File: src/rtl/serial_byte_link.sv
module serial_byte_link #(
  parameter int CLKS_PER_BIT = 16
) (
  input  logic       clk,
  input  logic       rst_n,
  input  logic       ser_in,
  output logic       ser_out,
  output logic       rx_stb,
  output logic [7:0] rx_data,
  input  logic       rx_ack,
  input  logic       tx_stb,
  input  logic [7:0] tx_data,
  output logic       tx_ack,
  output logic       frame_err,
  output logic       overrun
);
  localparam int CW = $clog2(CLKS_PER_BIT + 1);
  localparam logic [CW-1:0] LAST = CW'(CLKS_PER_BIT - 1);
  localparam logic [CW-1:0] MID  = CW'(CLKS_PER_BIT / 2 - 1);
  localparam int FRAME_BITS = 12;
  localparam logic [3:0] FRAME_LEN = 4'(FRAME_BITS);

  typedef enum logic [2:0] {R_IDLE, R_START, R_DATA, R_PAR, R_STOP1, R_STOP2} rx_state_t;
  typedef enum logic [1:0] {H_FREE, H_OFFER, H_DRAIN} hs_state_t;

  logic            sync1, sync2;
  rx_state_t       rstate;
  logic [CW-1:0]   rcnt;
  logic [2:0]      ridx;
  logic [7:0]      rshift;
  logic            rbad;
  hs_state_t       hs;
  logic            rtick, deliver, finish;

  assign rtick   = (rcnt == LAST);
  assign finish  = (rstate == R_STOP2) && rtick;
  assign deliver = finish && !rbad && sync2 && (hs == H_FREE);
  assign rx_stb  = (hs == H_OFFER);

  always_ff @(posedge clk) begin
    if (!rst_n) begin
      sync1     <= 1'b1;
      sync2     <= 1'b1;
      rstate    <= R_IDLE;
      rcnt      <= '0;
      ridx      <= '0;
      rshift    <= '0;
      rbad      <= 1'b0;
      frame_err <= 1'b0;
      overrun   <= 1'b0;
    end else begin
      sync1 <= ser_in;
      sync2 <= sync1;
      case (rstate)
        R_IDLE: if (!sync2) begin
          rstate <= R_START;
          rcnt   <= '0;
        end
        R_START: begin
          if (sync2) rstate <= R_IDLE;
          else if (rcnt == MID) begin
            rstate <= R_DATA;
            rcnt   <= '0;
            ridx   <= '0;
            rbad   <= 1'b0;
          end else rcnt <= rcnt + 1'b1;
        end
        default: begin
          if (!rtick) rcnt <= rcnt + 1'b1;
          else begin
            rcnt <= '0;
            case (rstate)
              R_DATA: begin
                rshift <= {sync2, rshift[7:1]};
                if (ridx == 3'd7) rstate <= R_PAR;
                ridx <= ridx + 1'b1;
              end
              R_PAR: begin
                rbad   <= ((^rshift) != sync2);
                rstate <= R_STOP1;
              end
              R_STOP1: begin
                if (!sync2) rbad <= 1'b1;
                rstate <= R_STOP2;
              end
              default: begin
                rstate <= R_IDLE;
                if (rbad || !sync2) frame_err <= 1'b1;
                else if (hs != H_FREE) overrun <= 1'b1;
              end
            endcase
          end
        end
      endcase
    end
  end

  always_ff @(posedge clk) begin
    if (!rst_n) begin
      hs      <= H_FREE;
      rx_data <= '0;
    end else begin
      case (hs)
        H_FREE:  if (deliver) begin
          hs      <= H_OFFER;
          rx_data <= rshift;
        end
        H_OFFER: if (rx_ack) hs <= H_DRAIN;
        default: if (!rx_ack) hs <= H_FREE;
      endcase
    end
  end

  logic [FRAME_BITS-1:0] tshift;
  logic [3:0]            tleft;
  logic [CW-1:0]         tcnt;

  assign ser_out = (tleft != 4'd0) ? tshift[0] : 1'b1;

  always_ff @(posedge clk) begin
    if (!rst_n) begin
      tshift <= '1;
      tleft  <= '0;
      tcnt   <= '0;
      tx_ack <= 1'b0;
    end else begin
      if (!tx_ack && tx_stb && tleft == 4'd0) begin
        tx_ack <= 1'b1;
        tshift <= {2'b11, ^tx_data, tx_data, 1'b0};
        tleft  <= FRAME_LEN;
        tcnt   <= '0;
      end else begin
        if (tx_ack && !tx_stb) tx_ack <= 1'b0;
        if (tleft != 4'd0) begin
          if (tcnt == LAST) begin
            tcnt   <= '0;
            tshift <= {1'b1, tshift[FRAME_BITS-1:1]};
            tleft  <= tleft - 1'b1;
          end else tcnt <= tcnt + 1'b1;
        end
      end
    end
  end
endmodule

File: config.mk
export PLATFORM = sky130hd
export DESIGN_NAME = serial_byte_link
export DESIGN_NICKNAME = d
export VERILOG_FILES = /design/src/rtl/serial_byte_link.sv
export SDC_FILE = /design/constraint.sdc
export NUM_CORES = 1
export LEC_CHECK = 0
export BUFFER_PORTS_ARGS = -buffer_cell sky130_fd_sc_hd__buf_2
export CORE_MARGIN = 4
export CORE_UTILIZATION = 40
export DETAILED_ROUTE_END_ITERATION = 10
export SLEW_MARGIN = 20
export SYNTH_ARGS = -nofsm -noshare
export SYNTH_HDL_FRONTEND = slang
export SYNTH_SLANG_ARGS = --single-unit
File: constraint.sdc
create_clock -name clk -period 2.5 [get_ports clk]
set_input_delay 0.5 -clock clk [delete_from_list [all_inputs] [get_ports clk]]
set_output_delay 0.5 -clock clk [all_outputs]
set_load 0.02 [all_outputs]
==> summary.txt, run 1 <==
SYNTH
---------------------------------------------------------------------------------
Yosys warns                                                                     0
Synthesis-stage register bit count                                             54
Post-Syn Area per Cell                                                 9.088 um^2
Fraction of the yosys area taken by sequential cells                       42.33%
Post-synthesis instance total                                                 281
Syn Nets                                                                      301
Post-synth cell types                                                          50
Cell area after synthesis                                               2554 um^2

CTS
---------------------------------------------------------------------------------
Setup bufs post-CTS                                                             0
Number of buffers inserted during clock tree synthesis                          5
H-tree levels                                                                   2
Cts hold-fix bufs                                                               0
Clock latency of the later-clocked register in the worst-skew pair         300 ps
CTS tree                                                                      yes
Count of instances resized after the clock tree is built                        0
Clock buffer depth                                                              2
Clock sink count                                                               54
Clock-pin transition on the worst setup and hold timing paths               90 ps
Master cell of the clock root buffer                                 sky130_fd_sc_hd__clkbuf_8

DETAILED ROUTING
---------------------------------------------------------------------------------
Number of vias in the routed layout                                          1948
Vias per cell                                                               5.086
Violation count after the first detailed-route iteration                      107
First-pass iteration count of the detailed router                               4
Routed len/inst                                                          12.30 um
DRC violations left                                                             0
Antenna-violating nets left                                                     0
Final wirelength                                                          4709 um

GLOBAL ROUTING
---------------------------------------------------------------------------------
Antenna violations before repair                                                0
GRT Resource Usage Total                                                   13.58%
Pin count of the biggest net entering global routing                           30
Vias in the first global route                                               1898
Wire length of the first global-routing pass                              8362 um
Final global-route overflow total                                               0

SETUP PATH
---------------------------------------------------------------------------------
Dominant delay contributor by cell family on the critical path       simple AND/OR/NAND/NOR gates
Critical Path Source Type                                               flip-flop
Setup slack of the worst register-to-register path                         240 ps
Largest stage delay on the critical path                                   350 ps
Largest fanout on the critical path                                             8
Beginning of the worst register-to-register path                          rcnt[0]
Critical path data required time                                          2700 ps
Series of cell instances along the critical path                     ha_1 > and3_1 > ha_1 > nor2b_1 > and3_1 > nor3_2 > a2111oi_1 > a311o_1
Path type of the worst setup path                                      reg -> reg
Arrival time at the worst endpoint                                        2460 ps
CP endpoint kind                                                        flip-flop
Length in cells of the worst reg-to-reg path                                    8
Crit path buffers/inverters                                                     0
FF-to-FF End                                                                 rbad
Cell with the largest stage delay on the worst path                  sky130_fd_sc_hd__dfxtp_1

WORST HOLD PATH
---------------------------------------------------------------------------------
Source of the worst hold timing path                                       ser_in
Depth of the worst hold-timing path                                             2
Worst min-delay path class                                              in -> reg
Hold path endpoint                                                          sync1

POWER AND IR DROP
---------------------------------------------------------------------------------
Net switching power                                                     0.3745 mW
Leakage power figure                                                     1.200 nW
Sequential share of power                                                   57.7%
P per Cell Area                                                      543.8 nW/um^2
VDD IR max                                                            0.0003967 V
Part of the power in the clock network                                      31.8%
Overall Power                                                            1.556 mW
Cell internal power dissipation                                          1.181 mW
Switch share                                                               24.08%
Fraction of power consumed by combinational cells                           10.5%

STA
---------------------------------------------------------------------------------
Max_slew headroom                                                          69.37%
Final number of max-transition violations                                       0
Setup clock skew after layout                                            5.321 ps
Peak Freq                                                               441.7 MHz
Count of final hold-check violations                                            0
Worst Tran Pin Value                                                     458.8 ps
Share of the clock period used by the worst path after layout              90.57%
Worst hold slack                                                         385.6 ps
Unrepaired setup endpoints after global routing                                no
Setup TNS                                                                    0 ps
Post-route minimum period                                                 2264 ps
Endpoints failing setup                                                         0

FINAL LAYOUT
---------------------------------------------------------------------------------
Fillers                                                                       616
Leading cell type in the layout, fill and taps excluded              sky130_fd_sc_hd__dfxtp_1
Share of layout cells above drive strength 1                               14.61%
Final non-filler cell area                                              2860 um^2
Commonest non-fill, non-tap cells in the layout                      54 x sky130_fd_sc_hd__dfxtp_1, 37 x sky130_fd_sc_hd__nand2_1, 34 x sky130_fd_sc_hd__nor2_1, 25 x sky130_fd_sc_hd__buf_2
Fin nets                                                                      327
Antenna Diode Count                                                             0
Layout area overhead                                                       12.00%

PLACEMENT
---------------------------------------------------------------------------------
Routability congestion estimate                                            0.8428
Area of placed instances                                                2765 um^2
# port buffers                                                                 25
Half-perimeter wire length of the detailed placement result               3330 um

DIE
---------------------------------------------------------------------------------
Chip width                                                               87.90 um
Vertical extent of the die                                               87.90 um
Core footprint                                                          6061 um^2
Cell Rows                                                                      28
Number of top-level pins                                                       26
Area enclosed by the die boundary                                       7726 um^2
Starting Density                                                           42.13%

FLOW RUN
---------------------------------------------------------------------------------
Max Cap Viol                                                                    0

RUN STATUS
---------------------------------------------------------------------------------
Result of the run                                                       completed

## cell families after synthesis
group / Yosys count / share of synthesized area (%)
AOI/OAI and AO/OA: 41 / 10.19
xor gates and xnor gates: 21 / 8.476
adders and majority gates: 7 / 3.430
buffers and inverters: 18 / 3.087
DFF: 54 / 42.33
muxes: 24 / 9.799
and+or+nand+nor: 116 / 22.69
## state kept, by name (all words and copies together) (netlist names)
signal     cells
tx_ack         1
hs             2
tleft          4
rbad           1
rx_data        8
rshift         8
frame_err      1
tcnt           5
tshift        10
rcnt           5
ridx           3
overrun        1
sync1          1
rstate         3
sync2          1
## per-layer routing
metal	part of all wire (%)	global-route usage, %	vias up
met1	47	16.73	891
li1	-	-	1019
met2	47	22.19	32
met4	1.4	5.160	0
met5	0	0	-
met3	5.4	4.233	6
## power by group through the flow
stage          sequential [mW]  combinational (mW)  clock, mW
6_report                 0.898               0.163      0.495
5_1_grt                  0.902               0.180      0.562
4_1_cts                  0.898               0.167      0.523
3_5_place_dp             0.918               0.166          0
3_3_place_gp             0.918               0.162          0
2_1_floorplan            0.914               0.127          0
## synth_stat cells, drive strengths merged
cell type	n	area, um^2
o21ai	8	40.04
a311oi	1	8.760
buf	5	30.02
dfxtp	54	1081
o21a	1	7.510
xor2	8	70.07
and4b	1	10.01
nor2b	6	37.54
nand2b	5	31.28
nand3	3	15.01
nand2	38	145.1
and3	3	18.77
a21boi	1	7.510
o21bai	1	7.510
or4	1	7.510
a221oi	1	8.760
a211oi	2	15.01
ha	7	87.58
a2111oi	1	10.01
nor4	3	18.77
a32oi	1	8.760
and2	1	6.260
or3b	1	8.760
nand3b	3	26.27
clkbuf	8	30.03
mux2i	16	160.2
nand4bb	1	11.26
nand4b	1	8.760
inv	5	18.77
a22oi	4	30.03
and3b	2	17.52
mux2	8	90.09
xnor3	1	22.52
o22ai	1	6.260
nor3b	3	27.52
a311o	1	10.01
nor3	7	40.04
nand4	2	12.51
nor2	34	127.6
a21oi	16	80.08
and4	1	8.760
o211a	2	20.02
xnor2	12	123.9
## stage by stage
stage | utilization, % | setup WS [ps] | cells
CTS | 47.19 | 240.8 | 383
finish | 47.19 | 235.9 | 383
floorplan | - | 445.7 | 281
detailed placement | 45.62 | 254.2 | 375
global placement | 45.62 | 316.7 | 375
global route | 47.19 | 8.596 | 383
## area by class of cell
type / instances / area, um^2 / area share [%]
Tap cell: 75 / 93.84 / 3.281
Clock inverter: 2 / 12.51 / 0.4374
Multi-Input combinational cell: 209 / 1394 / 48.73
Sequential cell: 54 / 1081 / 37.80
Inverter: 5 / 18.77 / 0.6562
Timing Repair Buffer: 32 / 177.7 / 6.212
Clock buffer: 6 / 82.58 / 2.887
## how the worst max path moves through the flow
stage	depth (start not counted)	from	to	slack, ps
5_1_grt	8	rcnt[0]	rbad	9
3_5_place_dp	8	rcnt[0]	rbad	250
4_1_cts	8	rcnt[0]	rbad	240
6_report	8	rcnt[0]	rbad	240
3_3_place_gp	8	rcnt[0]	rbad	320
2_1_floorplan	8	rcnt[0]	rbad	450
Power figures use the tool's default switching activity.
==> run 2: changes to the inputs <==
- CORE_UTILIZATION: 40 -> 50
- CTS_CLUSTER_SIZE: not set -> 8
- PLACE_DENSITY: not set -> 0.69
==> summary.txt, run 2 (synthesis results as in run 1) <==
PLACEMENT
---------------------------------------------------------------------------------
Placed Cells incl. Taps                                                       368   was 375
Worst Setup Slack post-DPL                                               286.8 ps   was 254.2 ps
# port buffers                                                                 25   unchanged
Half-perimeter wire length of the detailed placement result               3269 um   was 3330 um
Routability congestion estimate                                            0.7602   was 0.8428
Area of placed instances                                                2763 um^2   was 2765 um^2

DIE
---------------------------------------------------------------------------------
Vertical extent of the die                                               79.47 um   was 87.90 um
Chip width                                                               79.47 um   was 87.90 um
Area enclosed by the die boundary                                       6315 um^2   was 7726 um^2
Cell Rows                                                                      25   was 28
Core footprint                                                          4848 um^2   was 6061 um^2
Starting Density                                                           52.67%   was 42.13%
Number of top-level pins                                                       26   unchanged

GLOBAL ROUTING
---------------------------------------------------------------------------------
Met2 Usage GRT                                                             26.38%   was 22.19%
Pin count of the biggest net entering global routing                           19   was 30
Vias in the first global route                                               1804   was 1898
GRT Resource Usage Total                                                   15.76%   was 13.58%
Wire length of the first global-routing pass                              8079 um   was 8362 um
Global-route track usage on met3                                           3.499%   was 4.233%
Final global-route overflow total                                               0   unchanged
Peak-usage layer in the global routing report                                met2   unchanged
Antenna violations before repair                                                0   unchanged
Met1 Resource Use GR                                                       20.24%   was 16.73%

CTS
---------------------------------------------------------------------------------
Clock buffer depth                                                              2   unchanged
Count of instances resized after the clock tree is built                        0   unchanged
Clock latency of the later-clocked register in the worst-skew pair         300 ps   about the same
Cts hold-fix bufs                                                               0   unchanged
Clock-pin transition on the worst setup and hold timing paths               90 ps   about the same
H-tree levels                                                                   2   unchanged
Clock sink count                                                               54   unchanged
Master cell of the clock root buffer                                 sky130_fd_sc_hd__clkbuf_8   unchanged
Number of buffers inserted during clock tree synthesis                          5   unchanged
Setup bufs post-CTS                                                             0   unchanged
CTS tree                                                                      yes   unchanged

STA
---------------------------------------------------------------------------------
Setup clock skew after layout                                            4.768 ps   was 5.321 ps
Peak Freq                                                               448.7 MHz   was 441.7 MHz
Max_slew headroom                                                          68.01%   was 69.37%
Worst hold slack                                                         379.5 ps   was 385.6 ps
Setup TNS                                                                    0 ps   unchanged
Unrepaired setup endpoints after global routing                                no   unchanged
Share of the clock period used by the worst path after layout              89.15%   was 90.57%
Final number of max-transition violations                                       0   unchanged
Count of final hold-check violations                                            0   unchanged
Endpoints failing setup                                                         0   unchanged
Worst Tran Pin Value                                                     475.5 ps   was 458.8 ps
Post-route minimum period                                                 2229 ps   was 2264 ps
Setup WS post-layout                                                     271.3 ps   was 235.9 ps

POWER AND IR DROP
---------------------------------------------------------------------------------
P per Cell Area                                                      536.3 nW/um^2   was 543.8 nW/um^2
Leakage power figure                                                     1.203 nW   was 1.200 nW
Overall Power                                                            1.528 mW   was 1.556 mW
VDD IR max                                                            0.0003233 V   was 0.0003967 V

SETUP PATH
---------------------------------------------------------------------------------
Path type of the worst setup path                                      reg -> reg   unchanged
Startpoint of the worst setup timing path                                 rcnt[0]   unchanged
Beginning of the worst register-to-register path                          rcnt[0]   unchanged
CP endpoint kind                                                        flip-flop   unchanged
Largest fanout on the critical path                                             8   unchanged
Arrival time at the worst endpoint                                        2420 ps   was 2460 ps
Critical Path Source Type                                               flip-flop   unchanged
Critical path data required time                                          2690 ps   was 2700 ps

FINAL LAYOUT
---------------------------------------------------------------------------------
Final non-filler cell area                                              2849 um^2   was 2860 um^2
Post-route non-filler standard cell count                                     376   was 383
Leading cell type in the layout, fill and taps excluded              sky130_fd_sc_hd__dfxtp_1   unchanged
Register ranked first by flip-flop count                                   tshift   unchanged
Fin nets                                                                      328   was 327
Share of layout cells above drive strength 1                               14.56%   was 14.61%
Commonest non-fill, non-tap cells in the layout                      54 x sky130_fd_sc_hd__dfxtp_1, 37 x sky130_fd_sc_hd__nand2_1, 34 x sky130_fd_sc_hd__nor2_1, 25 x sky130_fd_sc_hd__buf_2   unchanged
Layout area overhead                                                       11.56%   was 12.00%
Final core utilization                                                     58.76%   was 47.19%
Max reg flops                                                                  10   unchanged
Largest registers                                                    tshift (10), rshift (8), rx_data (8)   unchanged
Antenna Diode Count                                                             0   unchanged

DETAILED ROUTING
---------------------------------------------------------------------------------
Violation count after the first detailed-route iteration                      147   was 107
DRC violations left                                                             0   unchanged
Vias per cell                                                               5.186   was 5.086
First-pass iteration count of the detailed router                               4   unchanged
Routed len/inst                                                          12.23 um   was 12.30 um
Antenna-violating nets left                                                     0   unchanged
Number of vias in the routed layout                                          1950   was 1948
Final wirelength                                                          4598 um   was 4709 um

RUN STATUS
---------------------------------------------------------------------------------
Result of the run                                                       completed   unchanged

WORST HOLD PATH
---------------------------------------------------------------------------------
Worst min-delay path class                                              in -> reg   unchanged
Source of the worst hold timing path                                       ser_in   unchanged

FLOW RUN
---------------------------------------------------------------------------------
Max Cap Viol                                                                    0   unchanged

run 2: area by class of cell:
cell class | instances | area (um^2)
sequential | 54 | 1081
clock buffer | 6 | 72.57
fill | 442 | 1999
inverter | 5 | 18.77
tap | 67 | 83.83
timing repair buffer | 33 | 185.2
multi-input combinational | 209 | 1394
clock inverter | 2 | 13.76
run 2: metal layers:
layer	wire, um	share of wire (%)
met1	2222	48
met2	2168	47
met3	154	3.3
met4	52	1.1
met5	0	0
run 2: final timing paths:
| path | to | slack, ps | depth (start not counted) |
|---|---|---|---|
| worst max-delay path | rbad | 270 | 8 |
| worst max register to register | rbad | 270 | 8 |
| worst min-delay path | sync1 | 380 | 2 |
| worst min register to register | sync2 | 430 | 1 |
run 2: power breakdown:
part | leakage (nW) | internal (mW) | total [mW] | switching [mW]
registers | 0.437 | 0.881 | 0.898 | 0.0164
clock network | 0.0452 | 0.198 | 0.466 | 0.267
logic | 0.720 | 0.0777 | 0.165 | 0.0871
total | 1.20 | 1.16 | 1.53 | 0.371
run 2: critical path, stage by stage (launching register included):
cell	delay (ps)
sky130_fd_sc_hd__dfxtp_1	340
sky130_fd_sc_hd__ha_1	250
sky130_fd_sc_hd__and3_1	210
sky130_fd_sc_hd__ha_1	260
sky130_fd_sc_hd__nor2b_1	190
sky130_fd_sc_hd__and3_1	220
sky130_fd_sc_hd__nor3_2	240
sky130_fd_sc_hd__a2111oi_1	70
sky130_fd_sc_hd__a311o_1	330
